## config.mk

```make
export PLATFORM = sky130hd
export DESIGN_NAME = cfg_err_irq
export DESIGN_NICKNAME = d
export VERILOG_FILES = /design/src/rtl/cei_pkg.sv /design/src/rtl/cei_watch.sv /design/src/rtl/cei_sticky.sv /design/src/rtl/cfg_err_irq.sv
export SDC_FILE = /design/constraint.sdc
export NUM_CORES = 1
export LEC_CHECK = 0
export BUFFER_PORTS_ARGS = -buffer_cell sky130_fd_sc_hd__buf_4
export CAP_MARGIN = 15
export CORE_ASPECT_RATIO = 1.25
export CORE_MARGIN = 5
export CORE_UTILIZATION = 30
export DETAILED_ROUTE_END_ITERATION = 6
export GPL_TIMING_DRIVEN = 0
export MAX_ROUTING_LAYER = met4
export PLACE_DENSITY = 0.61
export SYNTH_ARGS = -nofsm -noshare
export SYNTH_HDL_FRONTEND = slang
export SYNTH_SLANG_ARGS = --single-unit
```

## constraint.sdc

```tcl
create_clock -name clk -period 3.7 [get_ports clk]
set_input_delay 0.37 -clock clk [delete_from_list [all_inputs] [get_ports clk]]
set_output_delay 0.37 -clock clk [all_outputs]
set_load 0.03 [all_outputs]
```

## src/rtl/cei_pkg.sv

```systemverilog
package cei_pkg;
  localparam int ST_W   = 8;
  localparam int B_TM   = 7;
  localparam int B_SP   = 6;
  localparam int B_CK   = 5;
  localparam int B_RSV  = 4;
  localparam int N_OVF  = 4;

  // Assemble the per-cycle event vector in status bit order.
  function automatic logic [ST_W-1:0] pack_ev(input logic tm, input logic sp,
                                              input logic ck,
                                              input logic [N_OVF-1:0] ovf);
    return {tm, sp, ck, 1'b0, ovf};
  endfunction

  // Bits that are allowed to reach the interrupt.
  function automatic logic irq_term(input logic [ST_W-1:0] st,
                                    input logic [ST_W-1:0] mk);
    return |(st & ~mk);
  endfunction

  // Strip the reserved position from a written mask.
  function automatic logic [ST_W-1:0] clean_rsv(input logic [ST_W-1:0] d);
    logic [ST_W-1:0] keep;
    keep = ~(ST_W'(1) << B_RSV);
    return d & keep;
  endfunction
endpackage

```

## src/rtl/cei_watch.sv

```systemverilog
module cei_watch #(
  parameter int FMT_W   = 2,
  parameter int SPD_W   = 2,
  parameter int RATIO_W = 4
) (
  input  logic               clk,
  input  logic               rst_n,
  input  logic               wr_en,
  input  logic               pwr_dn,
  input  logic [FMT_W-1:0]   fmt,
  input  logic [SPD_W-1:0]   spd,
  input  logic               master,
  input  logic [RATIO_W-1:0] ratio,
  output logic               cfg_chg,
  output logic               ratio_chg
);
  logic [FMT_W-1:0]   s_fmt;
  logic [SPD_W-1:0]   s_spd;
  logic               s_ms;
  logic [RATIO_W-1:0] p_ratio;
  logic               r_vld;
  logic               diff;

  always_comb begin
    diff      = (fmt != s_fmt) || (spd != s_spd) || (master != s_ms);
    cfg_chg   = wr_en && !pwr_dn && diff;
    ratio_chg = r_vld && (ratio != p_ratio) && !pwr_dn && !master;
  end

  // Snapshot of the fields, refreshed only by a register write.
  always_ff @(posedge clk or negedge rst_n) begin
    if (!rst_n) begin
      s_fmt <= '0;
      s_spd <= '0;
      s_ms  <= 1'b0;
    end else if (wr_en) begin
      s_fmt <= fmt;
      s_spd <= spd;
      s_ms  <= master;
    end
  end

  // The ratio is a measurement and is followed every cycle.
  always_ff @(posedge clk or negedge rst_n) begin
    if (!rst_n) begin
      p_ratio <= '0;
      r_vld   <= 1'b0;
    end else begin
      p_ratio <= ratio;
      r_vld   <= 1'b1;
    end
  end
endmodule

```

## src/rtl/cei_sticky.sv

```systemverilog
module cei_sticky #(
  parameter int W = 8
) (
  input  logic         clk,
  input  logic         rst_n,
  input  logic [W-1:0] set,
  input  logic         clr,
  output logic [W-1:0] st
);
  for (genvar i = 0; i < W; i++) begin : g_bit
    // Set takes priority over clear.
    always_ff @(posedge clk or negedge rst_n) begin
      if (!rst_n)   st[i] <= 1'b0;
      else if (clr) st[i] <= set[i];
      else          st[i] <= st[i] | set[i];
    end
  end
endmodule

```

## src/rtl/cfg_err_irq.sv

```systemverilog
module cfg_err_irq
  import cei_pkg::*;
#(
  parameter int               ADDR_W    = 8,
  parameter int               FMT_W     = 2,
  parameter int               SPD_W     = 2,
  parameter int               RATIO_W   = 4,
  parameter logic [ADDR_W-1:0] MASK_ADDR = 8'h10,
  parameter logic [ADDR_W-1:0] STAT_ADDR = 8'h11,
  parameter logic [ADDR_W-1:0] TEST_ADDR = 8'h12,
  parameter logic [7:0]        TEST_KEY  = 8'hA5,
  parameter logic [7:0]        MASK_RST  = 8'hEF
) (
  input  logic               clk,
  input  logic               rst_n,
  input  logic               wr_en,
  input  logic [ADDR_W-1:0]  wr_addr,
  input  logic [7:0]         wr_data,
  input  logic               rd_en,
  input  logic [ADDR_W-1:0]  rd_addr,
  output logic [7:0]         rd_data,
  input  logic               pwr_dn,
  input  logic [FMT_W-1:0]   ser_fmt,
  input  logic [SPD_W-1:0]   spd_mode,
  input  logic               is_master,
  input  logic [RATIO_W-1:0] mclk_ratio,
  input  logic [3:0]         ovf_strb,
  input  logic               clk_fault,
  output logic [7:0]         status,
  output logic               irq
);
  logic            cfg_chg, ratio_chg;
  logic            sp_ev, ck_ev, tm_ev;
  logic [ST_W-1:0] ev;
  logic [ST_W-1:0] mask_q;
  logic            stat_rd;

  cei_watch #(.FMT_W(FMT_W), .SPD_W(SPD_W), .RATIO_W(RATIO_W)) u_watch (
    .clk(clk), .rst_n(rst_n), .wr_en(wr_en), .pwr_dn(pwr_dn),
    .fmt(ser_fmt), .spd(spd_mode), .master(is_master), .ratio(mclk_ratio),
    .cfg_chg(cfg_chg), .ratio_chg(ratio_chg)
  );

  always_comb begin
    sp_ev   = cfg_chg | ratio_chg;
    ck_ev   = ratio_chg | clk_fault;
    tm_ev   = wr_en && (wr_addr == TEST_ADDR) && (wr_data == TEST_KEY);
    ev      = pack_ev(tm_ev, sp_ev, ck_ev, ovf_strb);
    stat_rd = rd_en && (rd_addr == STAT_ADDR);
  end

  cei_sticky #(.W(ST_W)) u_stat (
    .clk(clk), .rst_n(rst_n), .set(ev), .clr(stat_rd), .st(status)
  );

  always_ff @(posedge clk or negedge rst_n) begin
    if (!rst_n)                            mask_q <= MASK_RST;
    else if (wr_en && wr_addr == MASK_ADDR) mask_q <= clean_rsv(wr_data);
  end

  always_ff @(posedge clk or negedge rst_n) begin
    if (!rst_n) begin
      rd_data <= '0;
      irq     <= 1'b0;
    end else begin
      irq <= irq_term(status, mask_q);
      if (stat_rd)                             rd_data <= status;
      else if (rd_en && rd_addr == MASK_ADDR)  rd_data <= mask_q;
      else                                     rd_data <= '0;
    end
  end
endmodule

```

Yosys cells after proc, flatten, opt, wreduce, memory -nomap -nowiden
Index checks and enable logic that the tools add are counted.

Bits of input ports: 43. Memories: 0. Latch bits: 0. Memory bits (writable): 0. Register bits after elaboration: 33. Bits in read-only memories: 0. Output and inout port bits: 17.

Shifts and indexed selects: 0. Equal/unequal tests: 9. Reductions and logical operators: 15. Multipliers: 0. Magnitude comparators: 0. Bitwise logic cells: 11. $add $sub $neg: 0. Mux-type cells: 9. Divide/modulo/power cells: 0.

Operators with widths (number): $eq 8x5->1 const B (4); $mux 8 (2); $logic_and 1x1->1 (10); $or 1x1->1 (9); $and 8x8->8 (1); $eq 8x8->1 const B (1); $not 8->8 (1); $reduce_or 8->1 (1); $mux 1 (7); $ne 2x2->1 (2); $ne 4x4->1 (1); $logic_not 1->1 (2); $logic_or 1x1->1 (2); $ne 1x1->1 (1).

Depth between registers and ports, before layout
Depth after elaboration: 7. Depth in mapped cells: 5.

Hierarchy
From an unflattened synthesis, not the netlist that was laid out.

Cell total of the unflattened synthesis: 115. Area, all modules: 1491.4 um^2.

Modules (own cells, without submodules): cfg_err_irq (cells each 67, area an instance 800.8 um^2, seq. area each 409.1 um^2, instances 1); cei_watch (cells each 31, area an instance 426.7 um^2, seq. area each 250.2 um^2, instances 1); cei_sticky (cells each 17, area an instance 264.0 um^2, seq. area each 200.2 um^2, instances 1).

Worst setup path before layout
No wires, ideal clock.

Path kind: input to register. Start: input port wr_en. End: register mask_q[0]. Data arrival time: 1.298 ns. Data required time: 3.618 ns. Stages on the path: 5. Setup time: 0.082 ns. Path buffers: 1. Setup slack: 2.320 ns. Cell sequence: buf_4 -> and4bb_2 -> nand2_1 -> nor2_4 -> mux2_2.

Longest elaborated chain between the ends: 1.

Ends and longest elaborated chain: from (decl) (RTL line cfg_err_irq.sv:16) `input logic wr_en,`; $logic_and 1x1->1 (RTL line cfg_err_irq.sv:58) `else if (wr_en && wr_addr == MASK_ADDR) mask_q <= clean_rsv(wr_data);`; to (signal assigned) (RTL line cfg_err_irq.sv:58); to (decl) (RTL line cfg_err_irq.sv:35) `logic [ST_W-1:0] mask_q;`.

No other way between the ends. A chain may end at the register's enable or synchronous reset.

Worst setup path after layout
Start: register u_watch.p_ratio[3]. End: register u_stat.st[6].

Longest elaborated chain between the ends: 7.

Ends and longest elaborated chain: from (decl) (RTL line cei_watch.sv:20) `logic [RATIO_W-1:0] p_ratio;`; from (signal assigned) (RTL line cei_watch.sv:49) `p_ratio <= ratio;`; $ne 4x4->1 * (RTL line cei_watch.sv:27) `ratio_chg = r_vld && (ratio != p_ratio) && !pwr_dn && !master;`; $logic_and 1x1->1 * (3 in a row) (RTL line cei_watch.sv:27); $or 1x1->1 * (RTL line cfg_err_irq.sv:45) `sp_ev = cfg_chg | ratio_chg;`; $or 1x1->1 (RTL line cei_sticky.sv:15) `else st[i] <= st[i] | set[i];`; $mux 1 * (RTL line cei_sticky.sv:14) `else if (clr) st[i] <= set[i];`; to (signal, indexed assignment) (RTL line cei_sticky.sv:14); to (signal, indexed assignment) (RTL line cei_sticky.sv:15); to (decl) (RTL line cei_sticky.sv:8) `output logic [W-1:0] st`.

Every way passes the cells marked *; elsewhere a longest branch is shown, timed or not.

==> metrics <==
buffers inserted by post-CTS timing repair 0; P per Cell Area 388 nW/um^2; H-tree depth reported by CTS 2; Initial Util 31.2%; global route overflow 0; nets 210; commonest cells after routing, fill and taps aside sky130_fd_sc_hd__buf_4, sky130_fd_sc_hd__dfrtp_1, sky130_fd_sc_hd__mux2_2, sky130_fd_sc_hd__inv_1; signed area change from the synthesized netlist to the final layout 43.8%; total of warnings raised by yosys 0; via count 1007; post-synthesis instance total 103; count of cells resized by post-cts repair 0; critical path data required time 3.86 ns; standby leakage power 0.910 nW; Vias per Instance 4.46; number of antenna violations at the first check in global routing 0; final weighted congestion in routability-driven placement 0.816; vias in the first global route 1096; remaining number of nets flagged by the antenna check after routing 0; count of boundary I/O pins 60; main combinational cell family by area after synthesis compound AO/OA/AOI/OAI gates; antenna fix cells 0; total die area 6070 sq um; number of I/O port buffers 56; Most used DFF post-synth sky130_fd_sc_hd__dfrtp_1; leading cell type in the layout, fill and taps excluded sky130_fd_sc_hd__buf_4; final wirelength 3150 um; count of final setup violators 0; worst hold-check path type input pin to asynchronous set/reset pin; detailed-router iteration count before antenna repair 4; Final period util 36.0%; Horiz. Die Dim 70.7 um; synthesized area divided by synthesized cell count 13.4 sq um; Post-Route Setup TNS 0 ns; core area 4430 sq um; total count of hold-check failures in the final report 0; multiplexer share of the synthesized area 9.79%; Distinct cells, synth 31; simple-gate share of the synthesized area 9.43%; Post-DP HPWL 2610 um; area share of fa/ha/maj cells after synthesis 0%; CTS tree built; Netlist Area Pre-Place 1380 sq um; outcome finished, final reports clean; # fillers 416; number of CTS-inserted buffers 5; Crit Path Class flop to flop; worst-path fanout max 2; number of flops mapped to enable cells by yosys 0; RSZ-0062 raised after global routing no; sort of element at the start of the critical path flop; number of buffers on the longest clock path 2; data arrival at the endpoint of the critical path 1.49 ns; post-synthesis sequential element count 32; average wire per standard cell 13.9 um; drc violations 0; Max Fclk 0.750 GHz; clock root cell sky130_fd_sc_hd__clkbuf_8; min Tclk post-route 1.33 ns; largest net degree at the start of global routing 33; Die Span Y 85.8 um; crit end category flop; clock latency on the worst-skew pair 0.28 ns; Compound-Gate Fraction of Synth Area 11.0%; proportion of layout cells with a drive suffix above 1 54.8%; Max-cap violations 0; maximum vdd ir drop 0.157 mV; async set or reset register ratio after synthesis 100%; GRT Total Usage 11.0%; DRT iter0 DRCs 43; Rows 27; TritonCTS Sinks 32; number of max-slew violations in the final report 0; number of buffers inserted for hold repair after clock tree synthesis 0; clock-pin slew on the worst setup and hold paths 0.07 ns; first-pass GRT wire length 5020 um; post-route total power 0.000770 W; post-synthesis xor/xnor area fraction 5.71%; sequential area share after synthesis 58.7%; final worst clock skew 0.00577 ns
## cell usage after synthesis (2+ instances only)
library cell / number / area, sq um
sky130_fd_sc_hd__nand2_1: 2 / 7.51
sky130_fd_sc_hd__a22o_1: 7 / 61.3
sky130_fd_sc_hd__dfrtp_1: 25 / 626
sky130_fd_sc_hd__inv_1: 8 / 30.0
sky130_fd_sc_hd__conb_1: 2 / 7.51
sky130_fd_sc_hd__mux2_2: 12 / 135
sky130_fd_sc_hd__a21o_1: 4 / 30.0
sky130_fd_sc_hd__dfstp_2: 7 / 184
sky130_fd_sc_hd__a211o_1: 2 / 17.5
sky130_fd_sc_hd__nor4_1: 2 / 12.5
sky130_fd_sc_hd__buf_4: 5 / 37.5
sky130_fd_sc_hd__xnor2_1: 2 / 17.5
sky130_fd_sc_hd__xor2_1: 7 / 61.3
## layer usage
| layer | vias up | track usage, % | part of all wire [%] |
|---|---|---|---|
| li1 | 486 | - | - |
| met1 | 479 | 11.5 | 40 |
| met2 | 40 | 18.4 | 53 |
| met3 | 2 | 4.81 | 6.3 |
| met4 | 0 | 4.10 | 0.67 |
| met5 | - | - | 0 |
## flip-flops by register name, summed over array words and instances, names as in the netlist, 2 cells and up
signal and flops:
mask_q 7, rd_data 7, u_stat.st 7, u_watch.p_ratio 4, u_watch.s_fmt 2, u_watch.s_spd 2
## final timing paths
kind	slack, ns	startpoint	to	cells after the start
setup reg to reg	2.37	u_watch.p_ratio[3]$_DFF_PN0_	u_stat.st[6]$_DFF_PN0_	4
max in group asynchronous	3.36	rst_n	mask_q[1]$_DFFE_PN1P_	1
min in group clk	0.21	mclk_ratio[0]	u_watch.p_ratio[0]$_DFF_PN0_	1
setup / recovery	2.37	u_watch.p_ratio[3]$_DFF_PN0_	u_stat.st[6]$_DFF_PN0_	4
hold reg to reg	0.53	u_watch.s_spd[1]$_DFFE_PN0P_	u_watch.s_spd[1]$_DFFE_PN0P_	1
hold / removal	0.01	rst_n	u_watch.r_vld$_DFF_PN0_	1
## power by group
group | leakage [nW] | switching [W] | internal (W)
Clock | 0.0552 | 0.000119 | 0.000200
Combinational | 0.493 | 0.0000312 | 0.0000475
Sequential | 0.362 | 0.00000833 | 0.000365
## logic make-up after synthesis
| family | Yosys count |
|---|---|
| flops | 32 |
| compound gates | 18 |
| simple gates | 17 |
| buf+inv | 13 |
| mux | 12 |
| xor+xnor | 9 |
| other cells | 2 |
## through the flow
stage / instance area (sq um) / util (%) / hold WS [ns] / setup slack (ns) / std cells
2_1_floorplan: 1380 / - / 0.0744 / 2.32 / 104
3_3_place_gp: 1880 / 42.4 / 0.319 / 2.13 / 218
3_5_place_dp: 1880 / 42.4 / 0.322 / 2.12 / 218
4_1_cts: 1980 / 44.8 / 0.0158 / 2.34 / 226
5_1_grt: 1980 / 44.8 / 0.0300 / 2.29 / 226
6_report: 1980 / 44.8 / 0.0146 / 2.37 / 226
## worst max-delay path, cell delays in order (launching register included)
cell	delay [ns]
sky130_fd_sc_hd__dfrtp_1	0.38
sky130_fd_sc_hd__xor2_1	0.17
sky130_fd_sc_hd__nor4_1	0.29
sky130_fd_sc_hd__nor4b_1	0.11
sky130_fd_sc_hd__a211o_1	0.27
## layout make-up
class                   count  area (sq um)  area share (%)
plain buffers               5          37.5            1.89
clock buffers               6          72.6            3.66
clock inverters             2          35.0            1.77
inverters                   8          30.0            1.51
multi-input cells          59           507            25.5
flip-flops and latches     32           810            40.8
well taps                  58          72.6            3.66
repair buffers             56           420            21.2
(Power assumes the default switching activity.)
